File: src/rtl/bsc_pkg.sv
package bsc_pkg;
    typedef enum logic [1:0] {
        ST_IDLE = 2'd0,
        ST_RUN  = 2'd1,
        ST_DONE = 2'd2
    } bsc_state_e;
endpackage

File: src/rtl/bsc_split.sv
// Derives one child subnetwork rotation from its parent rotation.
module bsc_split #(
    parameter int KW = 4
) (
    input  logic [KW-1:0] parent,
    input  logic          take_carry,
    input  logic [KW-1:0] keep,
    output logic [KW-1:0] child
);
    logic [KW-1:0] half_amt;
    logic [KW-1:0] carry_in;

    always_comb begin
        half_amt = parent >> 1;
        carry_in = {{(KW-1){1'b0}}, parent[0] & take_carry};
        child    = (half_amt + carry_in) & keep;
    end
endmodule

File: src/rtl/bsc_column.sv
// Builds the output-stage column for the current recursion depth.
module bsc_column #(
    parameter int LOG_N = 4,
    parameter int H     = 1 << (LOG_N - 1),
    parameter int DW    = (LOG_N > 1) ? $clog2(LOG_N) : 1
) (
    input  logic [H-1:0][LOG_N-1:0] kv,
    input  logic [DW-1:0]           depth,
    output logic [H-1:0]            col
);
    localparam int HW = (H > 1) ? $clog2(H) : 1;

    always_comb begin
        for (int i = 0; i < H; i++) begin
            automatic int          sh  = LOG_N - 1 - int'(depth);
            automatic logic [HW-1:0] sub = HW'(i >> sh);
            col[i] = kv[sub][0];
        end
    end
endmodule

File: src/rtl/bsc_shift_ctrl.sv
module bsc_shift_ctrl
    import bsc_pkg::*;
#(
    parameter int LOG_N = 4,
    localparam int H   = 1 << (LOG_N - 1),
    localparam int CW  = (2 * LOG_N - 1) * H,
    localparam int JW  = $clog2(LOG_N + 1),
    localparam int DW  = (LOG_N > 1) ? $clog2(LOG_N) : 1
) (
    input  logic             clk,
    input  logic             rst_n,
    input  logic             start,
    input  logic [JW-1:0]    seg_j,
    input  logic [LOG_N-1:0] shift_k,
    output logic             busy,
    output logic             done,
    output logic [CW-1:0]    sw_ctrl
);
    bsc_state_e state, state_nx;

    logic [DW-1:0]              depth;
    logic [JW-1:0]              seg_w;
    logic [H-1:0][LOG_N-1:0]    kreg;
    logic [H-1:0][LOG_N-1:0]    kchild;
    logic [H-1:0]               col;
    logic [CW-1:0]              ctrl_q;
    logic                       last_lvl;
    logic [JW-1:0]              j_clamp;
    logic [JW-1:0]              w_first;
    logic [JW-1:0]              w_next;
    int                         col_base;

    function automatic logic [LOG_N-1:0] low_mask(input logic [JW-1:0] w);
        logic [LOG_N-1:0] m;
        for (int b = 0; b < LOG_N; b++) m[b] = (b < int'(w));
        return m;
    endfunction

    always_comb begin
        j_clamp  = (seg_j > JW'(LOG_N)) ? JW'(LOG_N) : seg_j;
        w_first  = JW'(LOG_N) - j_clamp;
        w_next   = (seg_w == '0) ? '0 : seg_w - 1'b1;
        last_lvl = (depth == DW'(LOG_N - 1));
        col_base = last_lvl ? (LOG_N - 1) * H : (2 * LOG_N - 2 - int'(depth)) * H;
    end

    for (genvar s = 0; s < H; s++) begin : g_split
        bsc_split #(.KW(LOG_N)) u_split (
            .parent     (kreg[s / 2]),
            .take_carry ((s % 2) == 1),
            .keep       (low_mask(w_next)),
            .child      (kchild[s])
        );
    end

    bsc_column #(.LOG_N(LOG_N), .H(H), .DW(DW)) u_column (
        .kv    (kreg),
        .depth (depth),
        .col   (col)
    );

    // state register
    always_ff @(posedge clk) begin
        if (!rst_n) state <= ST_IDLE;
        else        state <= state_nx;
    end

    always_comb begin
        state_nx = state;
        unique case (state)
            ST_IDLE: if (start)    state_nx = ST_RUN;
            ST_RUN:  if (last_lvl) state_nx = ST_DONE;
            ST_DONE: state_nx = ST_IDLE;
            default: state_nx = ST_IDLE;
        endcase
    end

    // datapath: rotation registers and switch columns
    always_ff @(posedge clk) begin
        if (!rst_n) begin
            ctrl_q <= '0;
            kreg   <= '0;
            depth  <= '0;
            seg_w  <= '0;
        end else begin
            unique case (state)
                ST_IDLE: begin
                    if (start) begin
                        ctrl_q  <= '0;
                        kreg    <= '0;
                        kreg[0] <= shift_k & low_mask(w_first);
                        depth   <= '0;
                        seg_w   <= w_first;
                    end
                end
                ST_RUN: begin
                    ctrl_q[col_base +: H] <= col;
                    if (!last_lvl) begin
                        kreg  <= kchild;
                        depth <= depth + 1'b1;
                        seg_w <= w_next;
                    end
                end
                default: ;
            endcase
        end
    end

    // outputs
    always_comb begin
        busy    = (state == ST_RUN);
        done    = (state == ST_DONE);
        sw_ctrl = ctrl_q;
    end
endmodule

File: config.mk
export PLATFORM = sky130hd
export DESIGN_NAME = bsc_shift_ctrl
export DESIGN_NICKNAME = d
export VERILOG_FILES = /design/src/rtl/bsc_pkg.sv /design/src/rtl/bsc_split.sv /design/src/rtl/bsc_column.sv /design/src/rtl/bsc_shift_ctrl.sv
export SDC_FILE = /design/constraint.sdc
export NUM_CORES = 1
export LEC_CHECK = 0
export ABC_AREA = 1
export BUFFER_PORTS_ARGS = -buffer_cell sky130_fd_sc_hd__buf_2
export CAP_MARGIN = 20
export CORE_MARGIN = 8
export CORE_UTILIZATION = 50
export CTS_CLUSTER_SIZE = 20
export DETAILED_ROUTE_END_ITERATION = 12
export PLACE_DENSITY = 0.76
export SYNTH_ARGS = -nofsm -noshare
export SYNTH_HDL_FRONTEND = slang
export SYNTH_SLANG_ARGS = --single-unit
File: constraint.sdc
create_clock -name clk -period 2.4 [get_ports clk]
set_clock_uncertainty 0.1 [all_clocks]
set_input_delay 0.36 -clock clk [delete_from_list [all_inputs] [get_ports clk]]
set_output_delay 0.36 -clock clk [all_outputs]
set_load 0.1 [all_outputs]
==> flow_summary.toml <==
[drt]
routedWlPerCell_um = 15.0
vias_per_cell = 5.39
antenna_left = 0
route.detailed.drc = 0
drtPass1Iterations = 5
drt_wl_total_mm = 10.4
drt_iter0_drc = 243
vias = 3724

[logic_synthesis]
synth_fp_nets = 541
yosys_warnings = 0
synth-edff-count = 0
ys_seq_elements = 78
ys_seq_area_share_pct = 41.7
synthArstFlopShare_pct = 0
syn_avg_cell_area_um2 = 7.25
synth_area_um2 = 3740
synth_flop_cell = "dfxtp_1"
netlist-cell-type-count = 34
syn_inst = 516

[timing]
hold_viol = 0
report.final.slew_viol_count = 0
relSlewSlack_pct = 61.8
rsz0062_at_grt = "no"
fin_crit_ps = 2210
layout_setup_ws_ps = 186
tns_ps = 0
fmax_ghz = 0.452
worstMarginPinSlew_ps = 568
fin_crit_sh_pct = 92.3
setup_viol = 0

[cells_and_area]
layout-drive-gt1-share_pct = 20.4
fill_cells = 718
syn_to_final_growth_pct = 17.9
final_common_cell = "nand2_1"
final_cell_mix = "161 x nand2_1, 78 x a21oi_1, 77 x dfxtp_1, 67 x buf_2, 50 x nand3_1"
antenna_cells = 0
post-route-util_pct = 60.8
nNetsFinal = 612
stdcell_count = 691

[global_route]
grt_pass1_vias = 3467
antenna_found_initial = 0
grt-ovfl-total = 0
grt_max_degree = 44
grt_usage_pct = 20.1
grt_pass1_wl_mm = 16.8

[critical_path]
r2r-start = "depth[0]$_SDFFE_PN0P_"
worstPathMaxFanout = 8
critPathLaunchType = "register"
crit_required_ps = 2590
reg2reg_slack_ps = 190
path_cells = "inv_1, ha_1, ha_1, nor2_1, inv_1, nor3_1, nand2_1, a21oi_1"
crit_slowest_cell = "dfxtp_1"
max_stage_delay_ps = 350
worstSetupPathType = "register to register"
r2r-end = "sw_ctrl[17]$_SDFFE_PN0P_"
arrival_ps = 2400
worst-r2r-cell-count = 8
cp-end-kind = "register"

[clocking]
clk_path_buf_depth = 2
clockRootBuffer = "clkbuf_8"
htree_levels = 3
hold_buffers = 0
tritoncts = "yes"
numCtsBuffers = 9
clock-sinks = 78
clk-insertion-delay-late_ps = 350
clk_transition_reported_paths_ps = 80

[floorplanning]
die_area_um2 = 10500
top_level_ports = 68
initial_utilization_pct = 51.6
num_rows = 31
core_um2 = 7250
die_w_um = 103
die_h_um = 103

[power_and_ir_drop]
power_leakage_nw = 1.87
peakVddDrop_uv = 322
p_per_area_nw_per_um2 = 621

[placement]
dp_cells = 675
gp_congestion = 0.989
dpl.hpwl_mm = 7.68
pre_cts_ws_ps = 40.1
port-buffer-count = 67

[outcome]
status = "complete, no violations"

[min_path]
hp-class = "input pin to register"
hold_end = "kreg[3]$_SDFFE_PN0P_"
min_from = "shift_k[3]"
whs_path_depth = 3

[job]
drv_cap = 0
[per-stage QoR]
| stage | power, mW | instance area (um2) | hold slack [ps] |
|---|---|---|---|
| after global placement | 1.77 | 4210 | 347 |
| final | 2.74 | 4410 | 153 |
| after floorplan | 1.65 | 3740 | 362 |
| after global routing | 2.86 | 4410 | 160 |
| after CTS | 2.75 | 4410 | 144 |
| after detailed placement | 1.78 | 4210 | 350 |
[repair_timing]
item / CTS / global route
setup endpoints to repair: 0 / 35
gates resized for setup: 0 / 2
buffers inserted: 0 / 0
[routing by layer]
metal,up-vias,global-route usage [%],wire length [um]
met1,1699,26.1,4630
met5,-,0,0
met2,136,31.8,4810
met3,18,4.39,755
met4,0,7.67,174
li1,1871,-,-
[synth_stat cells, types with 6 or more instances]
library cell    n  area [um2]
nor2_2          8        50.1
nor2_1         13        48.8
inv_2           6        22.5
nand3_1        50         250
ha_1           15         188
a21oi_1        78         390
inv_1          29         109
clkbuf_1       10        37.5
nand2_1       161         604
o21ai_0        12        60.1
nand4_1        18         113
dfxtp_1        78        1560
[sequential cells by signal (all words and copies together), names as in the netlist]
signal,count
seg_w,3
depth,2
state,2
kreg,15
sw_ctrl,56
[layout make-up]
type                    count  area, um2  share of cell area (%)
clock inverters             5       58.8                    1.33
well taps                  99        124                    2.81
inverters                  36        138                    3.12
repair buffers             77        423                    9.59
clock buffers              11        141                    3.20
flip-flops and latches     78       1560                    35.4
multi-input cells         385       1960                    44.5
[critical path, delay by kind of cell (launching register included)]
| kind | cells | cell delay, ps |
|---|---|---|
| and+or+nand+nor | 3 | 750 |
| adders and majority gates | 2 | 560 |
| DFF | 1 | 350 |
| buffers and inverters | 2 | 240 |
| AOI/OAI and AO/OA | 1 | 150 |
[report_power, final]
part | internal [mW] | switching (mW)
Sequential | 1.31 | 0.0231
Clock | 0.509 | 0.477
Combinational | 0.106 | 0.312
Total | 1.93 | 0.812
[worst max-delay path by stage]
stage                          startpoint                  endpoint  slack (ps)  cells after the start
global route        depth[0]$_SDFFE_PN0P_  sw_ctrl[49]$_SDFFE_PN0P_           5                      8
global placement    depth[1]$_SDFFE_PN0P_  sw_ctrl[51]$_SDFFE_PN0P_         110                      7
CTS                 depth[1]$_SDFFE_PN0P_  sw_ctrl[51]$_SDFFE_PN0P_          30                      7
detailed placement  depth[1]$_SDFFE_PN0P_  sw_ctrl[51]$_SDFFE_PN0P_          40                      7
floorplan           state[1]$_SDFFE_PN0P_                      done         180                      2
finish              depth[0]$_SDFFE_PN0P_  sw_ctrl[17]$_SDFFE_PN0P_         190                      8
[cells by family after synthesis]
group / after synthesis / synth area share (%)
xor gates and xnor gates: 5 / 1.17
adders and majority gates: 15 / 5.02
AOI/OAI and AO/OA: 101 / 14.1
DFF: 78 / 41.7
buffers and inverters: 53 / 5.85
and+or+nand+nor: 264 / 32.1
(Power assumes the default switching activity.)
